### src/rtl/sdadc_host_pkg.sv
package sdadc_host_pkg;

    typedef enum logic [3:0] {
        ST_BOOT,
        ST_IDLE,
        ST_WR_MODE,
        ST_WAIT_RDY,
        ST_RD_CMD,
        ST_RD_DATA,
        ST_DONE,
        ST_IF_RESET,
        ST_GUARD
    } host_state_e;

    localparam int          FRAME_W      = 32;
    localparam int          RES_W        = 24;
    localparam logic [7:0]  CMD_WR_MODE  = 8'h08;
    localparam logic [15:0] MODE_ONESHOT = 16'h200A;
    localparam logic [7:0]  CMD_RD_DATA  = 8'h58;
    localparam int          MODE_BITS    = 24;
    localparam int          CMD_BITS     = 8;
    localparam int          RECOVER_BITS = 32;

endpackage

### src/rtl/sdadc_bit_engine.sv
module sdadc_bit_engine #(
    parameter int DIV     = 4,
    parameter int FRAME_W = 32,
    parameter int RX_W    = 24
) (
    input  logic                       clk,
    input  logic                       rst_n,
    input  logic                       go_i,
    input  logic [$clog2(FRAME_W+1)-1:0] nbits_i,
    input  logic [FRAME_W-1:0]         tx_i,
    input  logic                       miso_i,
    output logic                       sclk_o,
    output logic                       mosi_o,
    output logic [RX_W-1:0]            rx_o,
    output logic                       done_o
);
    localparam int CNT_W = $clog2(FRAME_W + 1);
    localparam int DIV_W = (DIV > 1) ? $clog2(DIV) : 1;

    logic               run_q;
    logic [DIV_W-1:0]   div_q;
    logic [CNT_W-1:0]   left_q;
    logic [FRAME_W-1:0] sh_q;
    logic               half_end;

    assign half_end = run_q && (div_q == DIV_W'(DIV - 1));
    assign done_o   = half_end && sclk_o && (left_q == CNT_W'(1));

    always_ff @(posedge clk or negedge rst_n) begin
        if (!rst_n) begin
            run_q  <= 1'b0;
            div_q  <= '0;
            left_q <= '0;
            sh_q   <= '0;
            rx_o   <= '0;
            sclk_o <= 1'b1;
            mosi_o <= 1'b0;
        end else if (go_i) begin
            run_q  <= 1'b1;
            div_q  <= '0;
            left_q <= nbits_i;
            sh_q   <= tx_i << 1;
            rx_o   <= '0;
            sclk_o <= 1'b0;
            mosi_o <= tx_i[FRAME_W-1];
        end else if (half_end) begin
            div_q <= '0;
            if (!sclk_o) begin
                sclk_o <= 1'b1;
                rx_o   <= {rx_o[RX_W-2:0], miso_i};
            end else if (left_q == CNT_W'(1)) begin
                run_q  <= 1'b0;
                mosi_o <= 1'b0;
            end else begin
                sclk_o <= 1'b0;
                mosi_o <= sh_q[FRAME_W-1];
                sh_q   <= sh_q << 1;
                left_q <= left_q - CNT_W'(1);
            end
        end else if (run_q) begin
            div_q <= div_q + DIV_W'(1);
        end
    end

endmodule

### src/rtl/sdadc_wait_timer.sv
module sdadc_wait_timer #(
    parameter int W    = 20,
    parameter int INIT = 100
) (
    input  logic         clk,
    input  logic         rst_n,
    input  logic         load_i,
    input  logic [W-1:0] load_val_i,
    output logic         expired_o
);
    logic [W-1:0] cnt_q;

    always_ff @(posedge clk or negedge rst_n) begin
        if (!rst_n) begin
            cnt_q <= W'(INIT);
        end else if (load_i) begin
            cnt_q <= load_val_i;
        end else if (cnt_q != '0) begin
            cnt_q <= cnt_q - W'(1);
        end
    end

    assign expired_o = (cnt_q == '0);

endmodule

### src/rtl/sdadc_oneshot_host.sv
module sdadc_oneshot_host
    import sdadc_host_pkg::*;
#(
    parameter int CLK_DIV     = 4,
    parameter int PWRUP_CYC   = 100000,
    parameter int GUARD_CYC   = 50000,
    parameter int TIMEOUT_CYC = 2000000
) (
    input  logic        clk,
    input  logic        rst_n,
    input  logic        start_i,
    input  logic        width24_i,
    input  logic        ifreset_i,
    output logic        busy_o,
    output logic        valid_o,
    output logic [23:0] result_o,
    output logic        timeout_o,
    output logic        spi_sclk_o,
    output logic        spi_cs_n_o,
    output logic        spi_mosi_o,
    input  logic        spi_miso_i
);
    localparam int CNT_W   = $clog2(FRAME_W + 1);
    localparam int MAX_A   = (PWRUP_CYC > GUARD_CYC) ? PWRUP_CYC : GUARD_CYC;
    localparam int TMR_MAX = (MAX_A > TIMEOUT_CYC) ? MAX_A : TIMEOUT_CYC;
    localparam int TMR_W   = $clog2(TMR_MAX + 1);

    host_state_e        state_q, state_d;
    logic               eng_go, eng_done;
    logic [CNT_W-1:0]   eng_nbits;
    logic [FRAME_W-1:0] eng_tx;
    logic [RES_W-1:0]   eng_rx;
    logic               tmr_load, tmr_expired;
    logic [TMR_W-1:0]   tmr_val;
    logic               wide_q;

    sdadc_bit_engine #(
        .DIV     (CLK_DIV),
        .FRAME_W (FRAME_W),
        .RX_W    (RES_W)
    ) u_engine (
        .clk     (clk),
        .rst_n   (rst_n),
        .go_i    (eng_go),
        .nbits_i (eng_nbits),
        .tx_i    (eng_tx),
        .miso_i  (spi_miso_i),
        .sclk_o  (spi_sclk_o),
        .mosi_o  (spi_mosi_o),
        .rx_o    (eng_rx),
        .done_o  (eng_done)
    );

    sdadc_wait_timer #(
        .W    (TMR_W),
        .INIT (PWRUP_CYC)
    ) u_timer (
        .clk        (clk),
        .rst_n      (rst_n),
        .load_i     (tmr_load),
        .load_val_i (tmr_val),
        .expired_o  (tmr_expired)
    );

    // State register
    always_ff @(posedge clk or negedge rst_n) begin
        if (!rst_n) state_q <= ST_BOOT;
        else        state_q <= state_d;
    end

    // Next state and frame launch
    always_comb begin
        state_d   = state_q;
        eng_go    = 1'b0;
        eng_tx    = '0;
        eng_nbits = '0;
        tmr_load  = 1'b0;
        tmr_val   = '0;
        unique case (state_q)
            ST_BOOT: begin
                if (tmr_expired) state_d = ST_IDLE;
            end
            ST_IDLE: begin
                if (ifreset_i) begin
                    state_d   = ST_IF_RESET;
                    eng_go    = 1'b1;
                    eng_tx    = '1;
                    eng_nbits = CNT_W'(RECOVER_BITS);
                end else if (start_i) begin
                    state_d   = ST_WR_MODE;
                    eng_go    = 1'b1;
                    eng_tx    = {CMD_WR_MODE, MODE_ONESHOT, 8'h00};
                    eng_nbits = CNT_W'(MODE_BITS);
                end
            end
            ST_WR_MODE: begin
                if (eng_done) begin
                    state_d  = ST_WAIT_RDY;
                    tmr_load = 1'b1;
                    tmr_val  = TMR_W'(TIMEOUT_CYC);
                end
            end
            ST_WAIT_RDY: begin
                if (!spi_miso_i) begin
                    state_d   = ST_RD_CMD;
                    eng_go    = 1'b1;
                    eng_tx    = {CMD_RD_DATA, 24'h000000};
                    eng_nbits = CNT_W'(CMD_BITS);
                end else if (tmr_expired) begin
                    state_d = ST_IDLE;
                end
            end
            ST_RD_CMD: begin
                if (eng_done) begin
                    state_d   = ST_RD_DATA;
                    eng_go    = 1'b1;
                    eng_nbits = wide_q ? CNT_W'(24) : CNT_W'(16);
                end
            end
            ST_RD_DATA: begin
                if (eng_done) state_d = ST_DONE;
            end
            ST_DONE: begin
                state_d = ST_IDLE;
            end
            ST_IF_RESET: begin
                if (eng_done) begin
                    state_d  = ST_GUARD;
                    tmr_load = 1'b1;
                    tmr_val  = TMR_W'(GUARD_CYC);
                end
            end
            ST_GUARD: begin
                if (tmr_expired) state_d = ST_IDLE;
            end
            default: state_d = ST_IDLE;
        endcase
    end

    // Registered outputs
    always_ff @(posedge clk or negedge rst_n) begin
        if (!rst_n) begin
            spi_cs_n_o <= 1'b1;
            valid_o    <= 1'b0;
            result_o   <= '0;
            timeout_o  <= 1'b0;
            wide_q     <= 1'b0;
        end else begin
            spi_cs_n_o <= !(state_d inside {ST_WR_MODE, ST_WAIT_RDY, ST_RD_CMD,
                                            ST_RD_DATA, ST_IF_RESET});
            valid_o    <= (state_d == ST_DONE);
            if (state_q == ST_RD_DATA && state_d == ST_DONE)
                result_o <= wide_q ? eng_rx : {8'h00, eng_rx[15:0]};
            if (state_q == ST_IDLE && state_d == ST_WR_MODE) begin
                wide_q    <= width24_i;
                timeout_o <= 1'b0;
            end
            if (state_q == ST_IDLE && state_d == ST_IF_RESET)
                timeout_o <= 1'b0;
            if (state_q == ST_WAIT_RDY && state_d == ST_IDLE)
                timeout_o <= 1'b1;
        end
    end

    assign busy_o = (state_q != ST_IDLE);

endmodule

### config.mk
export PLATFORM = sky130hd
export DESIGN_NAME = sdadc_oneshot_host
export DESIGN_NICKNAME = d
export VERILOG_FILES = /design/src/rtl/sdadc_host_pkg.sv /design/src/rtl/sdadc_bit_engine.sv /design/src/rtl/sdadc_wait_timer.sv /design/src/rtl/sdadc_oneshot_host.sv
export SDC_FILE = /design/constraint.sdc
export NUM_CORES = 1
export LEC_CHECK = 0
export BUFFER_PORTS_ARGS = -buffer_cell sky130_fd_sc_hd__buf_4
export CAP_MARGIN = 25
export CELL_PAD_IN_SITES_DETAIL_PLACEMENT = 1
export CELL_PAD_IN_SITES_GLOBAL_PLACEMENT = 2
export CORE_MARGIN = 3
export CORE_UTILIZATION = 39
export CTS_CLUSTER_SIZE = 30
export DETAILED_ROUTE_END_ITERATION = 6
export GPL_TIMING_DRIVEN = 1
export PLACE_DENSITY_LB_ADDON = 0.1
export SETUP_SLACK_MARGIN = 0.3
export SLEW_MARGIN = 10
export SYNTH_ARGS = -nofsm -noshare
export SYNTH_HDL_FRONTEND = slang
export SYNTH_SLANG_ARGS = --single-unit
export TNS_END_PERCENT = 100
### constraint.sdc
create_clock -name clk -period 2.54 [get_ports clk]
set_input_delay 0.127 -clock clk [delete_from_list [all_inputs] [get_ports clk]]
set_output_delay 0.127 -clock clk [all_outputs]
set_load 0.01 [all_outputs]
# Yosys cells after proc, flatten, opt, wreduce, memory -nomap -nowiden
# Index checks and enable logic that the tools add are counted.
# totals
ramBits	0
memories	0
mem_bits_ro	0
reg_bits	120
in_bits	6
latch_bits	0
output_inout_bits	30
elab_cells	120
# op_classes
magnitude_cmp	0
shift	0
mul	0
n_eq_ne	19
n_addsub	3
n_bitwise	0
div_mod_pow	0
mux	60
n_reduce_logical	24
# ops
operator	count
32-bit two-way mux	5
24-bit two-way mux	4
32-bit one-hot mux with 2 select lines	1
21-bit two-way mux	3
21-bit one-hot mux with 2 select lines	1
4-bit two-way mux	10
31-bit two-way mux	1
6-bit two-way mux	5
4-bit by 3-bit == test with 1-bit output (second input constant)	7
28-bit two-way mux	1
4-bit one-hot mux with 7 select lines	1
21-bit zero test	1
21-bit nonzero test	1
21-bit by 1-bit subtractor with 21-bit output (second input constant)	1
1-bit two-way mux	20
6-bit one-hot mux with 3 select lines	1
4-bit by 2-bit == test with 1-bit output (second input constant)	4
16-bit two-way mux	1
5-bit two-way mux	2
4-bit by 1-bit == test with 1-bit output (second input constant)	2
2-bit nonzero test	4
1-bit logical AND	7
6-bit by 1-bit == test with 1-bit output (second input constant)	1
2-bit two-way mux	3
14 further kinds	19

# Longest topological paths before layout
# Gate-level depths: netlist of the first run.
# depth
word_depth	11
ltp_mapped	8
ltp_nobuf	7

# Cells and area by module
# Synthesis of the first run repeated with hierarchy kept, for this count alone.
# unflattened
hier_cells	660
area_unflattened_um2	6393.6
# modules_own_cells
mod	instances	area_each_um2	cells_per_inst	seq_area_each_um2
sdadc_bit_engine	1	3622.2	398	1652.8
sdadc_oneshot_host	1	1551.5	137	802.0
sdadc_wait_timer	1	1219.9	125	533.0

# Worst setup path before layout of the first run
# No wires, ideal clock.
# synth_path
kind	register to register
from	reg u_engine.left_q[1]
to	reg u_timer.cnt_q[6]
setup_time_ns	0.133
path_stages_with_launch	9
path_slack_ns	0.609
arrival_ns	1.798
period_less_slack_ns	1.931
path_buffers	1
cell_sequence	dfrtp_1 -> inv_1 -> ha_1 -> and4bb_2 -> nand2_1 -> or4_1 -> buf_2 -> o311ai_1 -> nand3_1
# synth_via
elab_chain_len	5
elab_cells_between_ends	8
classes_between	eq/ne (1); mux (5); reduce/logical (2)
# synth_lines
item	line	rtl
from (decl)	sdadc_bit_engine.sv:22	logic [CNT_W-1:0] left_q;
from (signal assigned)	sdadc_bit_engine.sv:41	left_q <= nbits_i;
from (signal assigned)	sdadc_bit_engine.sv:58	left_q <= left_q - CNT_W'(1);
6-bit by 1-bit == test with 1-bit output (*)	sdadc_bit_engine.sv:27	assign done_o = half_end && sclk_o && (left_q == CNT_W'(1));
1-bit logical AND (*)	sdadc_bit_engine.sv:27	
16-bit two-way mux or 1-bit two-way mux (tied branches)	sdadc_oneshot_host.sv:127, sdadc_oneshot_host.sv:97	
21-bit one-hot mux with 2 select lines or 1-bit two-way mux (tied branches)	n/a	
21-bit two-way mux or 2-bit nonzero test (tied branches)	n/a	
to (signal assigned)	sdadc_wait_timer.sv:15	cnt_q <= W'(INIT);
to (signal assigned)	sdadc_wait_timer.sv:17	cnt_q <= load_val_i;
to (signal assigned)	sdadc_wait_timer.sv:19	cnt_q <= cnt_q - W'(1);
to (decl)	sdadc_wait_timer.sv:11	logic [W-1:0] cnt_q;
# Every way passes the cells marked *; elsewhere a longest branch is shown, timed or not.
# A chain may end at the register's enable or synchronous reset.

# Worst setup path in the final report of the first run
# layout_path
from	reg u_timer.cnt_q[2]
to	reg u_timer.cnt_q[15]
# layout_via
elab_chain_len	3
elab_cells_between_ends	5
classes_between	add/sub (1); mux (2); reduce/logical (2)
# layout_lines
item	line	rtl
21-bit by 1-bit subtractor with 21-bit output	sdadc_wait_timer.sv:19	
21-bit two-way mux	sdadc_wait_timer.sv:18	end else if (cnt_q != '0) begin
21-bit two-way mux	sdadc_wait_timer.sv:16	end else if (load_i) begin
# Several ways; a longest one is shown, not always the timed one. The select of a mux whose other input is x is not followed.

==> impl_results.md, run 1 <==
- Cell depth of the worst hold path: 3
- Crit Reg-Reg Startpoint: u_timer.cnt_q[2]
- Sink count of the clock tree: 119
- Synth Net Count: 594
- Commonest register cell after synthesis: sky130_fd_sc_hd__dfrtp_1
- Crit path required time: 2.88 ns
- Result of the run: finished, final reports clean
- DIE AREA: 15800 um2
- Tightest slew margin relative to the limit: 63.5%
- Wire length per cell: 17.7 um
- Worst min-delay path class: in2reg
- Count of flip-flops with a built-in enable after synthesis: 0
- Count of standard-cell rows: 43
- Met2 demand-to-capacity share in global routing: 30.5%
- Vias per cell: roughly 5.4
- Actual slew at the worst max-slew pin: approximately 0.54 ns
- # Max-Cap Violations: 0
- CTS H-tree depth: 4
- Dpl hpwl: 9380 um
- Number of global-route vias before repair: between 4000 and 5000
- Worst setup path startpoint: u_timer.cnt_q[2]
- Worst r2r dst: u_timer.cnt_q[15]
- Async set-or-reset flop fraction in the synthesized netlist: 100%
- Initial antenna violation count: 0
- Global-route wire length before repair: 24100 um
- Arr. time, crit path: 2.46 ns
- Setup total negative slack: 0 ns
- Clock latency reported for the late side of the worst-skew pair: 0.42 ns
- Power per cell area: 1140 nW/um2
- Filler Cell Count: between 1500 and 2000
- Number of clock buffers inserted by TritonCTS: 17
- Hold_sp: spi_miso_i
- Nets: 636
- Number of top-level pins: 36
- Leak: around 3.1 nW
- Fmax: about 0.47 GHz
- Number of endpoints with negative hold slack in the final report: 0
- Vert. Die Dim: 126 um
- Multi-input gate area: 2460 um2
- Peak supply drop: ~570 uV
- Minimum clock period: 2.12 ns
- Weighted congestion at the end of routability-driven global placement: 0.785
- Average size of a mapped cell: 9.60 um2
- Antenna viol nets, final: 0
- Iteration-0 DRC Markers: 186
- Worst clock skew: 0.00917 ns
- Global routing met3 resource utilization: under 10%
- Die outline width: 126 um
- Synthesis warning total: 0
- Crit path kind: reg2reg
- Post-synthesis sequential element count: 119
- Diodes inserted: 0
- Endpoint with the worst hold slack: u_engine.rx_o[0]
- Count of buffers inserted at the top-level ports: 35
- Max-slew violations: 0
- Number of vias after detailed routing: 4431
- RSZ-0062 raised after global routing: true
- CTS tree: built
- Distinct cell type count after synthesis: 59
- Remaining routing DRC violations: 0
- Root Buffer Master: sky130_fd_sc_hd__clkbuf_16
- Hold WS: 0.0174 ns
- Nature of the critical path endpoint: flop
- Maximum count of clock buffers along a single path: 2
- Global routing usage summed across all routing layers: 18.8%
- Count of TritonRoute iterations in the first routing pass: 4
- Starting utilization of the core area: around two fifths
- Standard cell core area: approximately 14000 um2
- Startpoint types: flop
- CP Max Fanout: 7
- Synth Cell Area: 5600 um2
- Grt total ovfl: 0
- Setup-violating endpoint count in the final report: 0
- Final worst path period share: 83.6%
- Met1 usage in global routing: 24.8%
- Total routed wirelength: between 10000 and 15000 um
- Syn-to-layout area delta: 21.4%
- Clock transition at the registers of the reported paths: 0.06 ns
- Post-Synthesis Cells: just under 600
- Worst setup slack for register-to-register paths: just over 0.4 ns
- Seq/Total Area, Yosys: 53.4%
- Proportion of layout cells with a drive suffix above 1: 17.6%
- Area taken by flip-flops and latches: ~3000 um2
- Gr busiest metal: met2
- Maximum number of pins on one net before global-route repair: 58
- Depth of the worst register-to-register path: 4
-- per-layer routing --
metal | vias up | wire [um]
met5 | - | 0
met4 | 0 | 178
met3 | 17 | 477
met2 | 71 | 7010
met1 | 2231 | 6800
li1 | 2112 | -
-- worst max-delay path: stages, from the launching register on --
cell and delay (ns):
sky130_fd_sc_hd__dfrtp_1 0.47, sky130_fd_sc_hd__or4_1 0.73, sky130_fd_sc_hd__a21o_1 0.32, sky130_fd_sc_hd__or4_1 0.42
sky130_fd_sc_hd__nand3_1 0.10
-- layout make-up --
cell class,count,share of cell area (%)
timing repair buffer,56,6.50
inverter,12,0.663
clock inverter,7,1.68
sequential,119,44.0
tap,180,3.31
multi-input combinational,419,36.3
clock buffer,25,7.59
-- stage by stage --
step / util (%) / worst slack (ns) / area [um2] / cells / power (mW)
finish: 48.8 / 0.416 / 6790 / 818 / 7.76
global route: 48.8 / 0.282 / 6790 / 818 / 8.26
CTS: 48.5 / 0.332 / 6760 / 817 / 7.81
detailed placement: 43.8 / 0.253 / 6110 / 783 / 5.19
global placement: 43.8 / 0.348 / 6110 / 783 / 5.08
floorplan: - / 0.609 / 5600 / 583 / 4.47
-- registers in the layout, summed over array words and instances (netlist names) --
signal,count
u_engine.rx_o,24
spi_cs_n_o,1
u_engine.sclk_o,1
u_engine.div_q,2
u_timer.cnt_q,21
valid_o,1
u_engine.left_q,6
u_engine.sh_q,31
u_engine.run_q,1
u_engine.mosi_o,1
wide_q,1
result_o,24
timeout_o,1
state_q,4
-- cell usage after synthesis, drive strengths merged (2+ instances only) --
cell | number | area share, %
nand2 | 130 | 8.7
dfrtp | 111 | 50
a21oi | 46 | 4.1
nor2 | 38 | 2.6
o21ai | 36 | 3.3
mux2i | 24 | 4.3
buf | 19 | 1.7
nand3 | 18 | 1.6
clkbuf | 14 | 0.94
inv | 12 | 0.80
nor4 | 9 | 1.6
xnor2 | 9 | 1.4
dfstp | 8 | 3.8
nand2b | 7 | 0.78
xor2 | 7 | 1.1
nor3 | 6 | 0.72
o31ai | 6 | 0.80
or4 | 6 | 0.80
a211oi | 5 | 0.67
ha | 5 | 1.1
nand4 | 5 | 0.56
nand4b | 5 | 0.78
nand3b | 4 | 0.54
nor2b | 4 | 0.45
o211ai | 4 | 0.54
a21o | 3 | 0.40
and2 | 3 | 0.34
and3 | 3 | 0.34
and4 | 3 | 0.47
nor3b | 3 | 0.49
o22a | 3 | 0.47
or2 | 3 | 0.34
or3 | 3 | 0.34
a22o | 2 | 0.31
a31oi | 2 | 0.22
and4bb | 2 | 0.45
o22ai | 2 | 0.22
o41ai | 2 | 0.31
or4b | 2 | 0.36
-- power by group --
group | total [mW] | internal [mW] | switching, mW
Clock | 2.56 | 1.70 | 0.859
Combinational | 2.16 | 0.928 | 1.23
Sequential | 3.05 | 2.48 | 0.573
Total | 7.76 | 5.10 | 2.66
-- how the worst max path moves through the flow --
| stage | to | slack [ns] | depth (start not counted) |
|---|---|---|---|
| global route | u_engine.sh_q[1] | 0.28 | 6 |
| floorplan | u_timer.cnt_q[6] | 0.61 | 8 |
| global placement | u_timer.cnt_q[6] | 0.35 | 7 |
| finish | u_timer.cnt_q[15] | 0.42 | 4 |
| CTS | u_timer.cnt_q[6] | 0.33 | 7 |
| detailed placement | u_timer.cnt_q[6] | 0.25 | 7 |
-- layout by cell type (no fill, tap or decap), drive strengths merged, types with 6 or more instances in the layout --
master / n
nand2: 130
dfrtp: 111
buf: 54
a21oi: 46
nor2: 38
o21ai: 36
clkbuf: 25
mux2i: 24
nand3: 18
inv: 12
xnor2: 9
nor4: 9
dfstp: 8
nand2b: 7
xor2: 7
or4: 6
o31ai: 6
nor3: 6
-- cell families after synthesis --
kind of cell	Yosys count	synth area share [%]
DFF	119	53.4
buffers and inverters	45	3.47
AOI/OAI and AO/OA	117	12.3
xor gates and xnor gates	16	2.50
adders and majority gates	5	1.12
and+or+nand+nor	256	22.7
muxes	25	4.49
-- repair_timing --
action | CTS | global route
setup endpoints to repair | 4 | 9
hold buffers | 2 | 0
pin swaps | 0 | 3
setup buffers | 0 | 1
endpoints found under the hold margin | 23 | 0
resized for setup | 1 | 5
(Power assumes the default switching activity.)
==> run 2, diff against run 1 <==
clock period = 2.1 ns   (was 2.54 ns; I/O delays follow)
==> impl_results.md, run 2 (synthesized netlist as in run 1, its figures left out) <==
- Fraction of power spent switching nets: 36.2%
- Arr. time, crit path: 2.20 ns
- CP Max Fanout: 6
- CTS tree: built
- Minimum clock period: 1.90 ns
- Fraction of power consumed by the clock network: 25.9%
- Count of standard-cell rows: 43
- Setup-violating endpoint count in the final report: 0
- Multi-input gate area: a little over 3000 um2
- Final worst path period share: 90.5%
- Power per cell area: 1320 nW/um2
- Combinational power share: 40.3%
- Root Buffer Master: sky130_fd_sc_hd__clkbuf_16
- Global routing usage summed across all routing layers: 20.2%
- Actual slew at the worst max-slew pin: 0.559 ns
- Final WS setup: 0.200 ns
- Clock latency reported for the late side of the worst-skew pair: 0.41 ns
- Worst slack at placement: 0.0581 ns
- Number of clock buffers inserted by TritonCTS: 17
- Vert. Die Dim: 126 um
- Grt total ovfl: 0
- Worst min-delay path class: in2async
- Global-route wire length before repair: 25900 um
- Startpoint types: flop
- Area taken by flip-flops and latches: between 2000 and 3000 um2
- Worst clock skew: 0.00959 ns
- Antenna viol nets, final: 0
- Crit path kind: reg2reg
- Number of global-route vias before repair: roughly 5000
- Clock transition at the registers of the reported paths: 0.06 ns
- Sink count of the clock tree: 119
- Filler Cell Count: about 1500
- Weighted congestion at the end of routability-driven global placement: 0.797
- Sequential power share: 33.8%
- Cell Area, Placed: between 6000 and 7000 um2
- Maximum count of clock buffers along a single path: 2
- Wire length per cell: 19.7 um
- # Max-Cap Violations: 0
- Peak supply drop: 842 uV
- Proportion of layout cells with a drive suffix above 1: 42.3%
- Vias per cell: 5.45
- Die outline width: 126 um
- Count of buffers inserted at the top-level ports: 35
- Remaining routing DRC violations: 0
- Setup total negative slack: 0 ns
- Nets: about 720
- Number of endpoints with negative hold slack in the final report: 0
- Tightest slew margin relative to the limit: between 60% and 70%
- Max-slew violations: 0
- DIE AREA: 15800 um2
- Diodes inserted: 0
- Top reg by flops: u_engine.sh_q
- Fmax: around 0.53 GHz
- Most common cell after layout, fill and taps aside: sky130_fd_sc_hd__dfrtp_1
- Hold WS: 0.128 ns
- Final design instance area without fill: about 8400 um2
- Family with the most delay on the worst path: simple AND/OR/NAND/NOR gates
- Result of the run: finished, final reports clean
- Number of vias after detailed routing: 4897
- CTS H-tree depth: 4
- RSZ-0062 raised after global routing: true
- Starting utilization of the core area: 40.2%
- Syn-to-layout area delta: 49.5%
- Total Power Consumption: 11.0 mW
- Total routed wirelength: 17700 um
- Maximum number of pins on one net before global-route repair: 65
- Number of top-level pins: 36
- Cell Chain, Critical Path: nor4_4, nand3_4, o31ai_4, buf_6, buf_12, a21oi_1, o22a_1
- Slowest stage delay, CP: about 0.44 ns
- Highest-count cells in the layout ignoring fill and taps: sky130_fd_sc_hd__dfrtp_1 (104), sky130_fd_sc_hd__nand2_1 (103), sky130_fd_sc_hd__buf_4 (97)
- Initial antenna violation count: 0
- Leading registers by flop count: u_engine.sh_q x31, result_o x24, u_engine.rx_o x24
- Count of buffering cells on the critical path with inverters included: 2
- Crit path required time: 2.40 ns
- Iteration-0 DRC Markers: 249
- Standard cell core area: 13900 um2
- Switching power: 3.98 mW
- Flip-flop count of the largest register, all copies and words added: 31
- Slowest cell on the critical path: sky130_fd_sc_hd__dfrtp_2
- Nature of the critical path endpoint: flop
- Leak: around 3.8 nW
- Cell internal power dissipation: 7.02 mW
- Dpl hpwl: 9720 um
- Count of TritonRoute iterations in the first routing pass: 4
-- run 2: area by class of cell --
cell class,instances,share of cell area [%]
timing repair buffer,136,17.3
sequential,119,35.8
multi-input combinational,419,36.8
tap,180,2.69
clock buffer,24,5.76
inverter,12,0.538
clock inverter,8,1.15
-- run 2: layer usage --
| metal | share of wire, % | global-route usage, % | up-vias |
|---|---|---|---|
| li1 | - | - | 2289 |
| met2 | 52 | 33.6 | 62 |
| met1 | 44 | 26.4 | 2527 |
| met4 | 1.5 | 6.25 | 0 |
| met3 | 2.7 | 4.37 | 19 |
| met5 | 0 | 0 | - |
-- run 2: metrics by stage --
stage | instances | util (%)
2_1_floorplan | 583 | -
3_3_place_gp | 801 | 45.3
3_5_place_dp | 801 | 45.3
4_1_cts | 859 | 52.5
5_1_grt | 898 | 60.0
6_report | 898 | 60.0
-- run 2: timing repair --
item,in CTS,in global routing
pin swaps,8,73
hold endpoints to repair,80,0
gates resized for setup,40,135
buffers inserted,21,28
gates cloned,2,11
setup endpoints to repair,107,109
hold buffers,3,0
-- run 2: power groups by stage --
stage	Sequential [mW]	Clock (mW)	Combinational [mW]
after floorplan	3.46	0	1.97
after global placement	3.59	0	2.73
after detailed placement	3.62	0	2.83
after CTS	3.60	2.90	3.42
after global routing	3.82	3.02	4.81
final	3.72	2.85	4.43
-- run 2: worst paths after layout --
kind	startpoint	endpoint	slack (ns)	cells past startpoint
setup reg to reg	u_engine.left_q[3]	u_engine.sh_q[10]	0.20	7
hold reg to reg	result_o[14]	result_o[14]	0.48	2
setup / recovery	u_engine.left_q[3]	u_engine.sh_q[10]	0.20	7
max in group asynchronous	rst_n	spi_cs_n_o	1.17	3
hold / removal	rst_n	u_timer.cnt_q[13]	0.13	2
min in group clk	start_i	wide_q	0.20	4
-- run 2: worst reg2reg max path, delay by kind of cell, from the launching register on --
kind,cells,cell delay (ns)
AOI/OAI and AO/OA,3,0.51
buffers and inverters,2,0.32
DFF,1,0.44
and+or+nand+nor,2,0.51
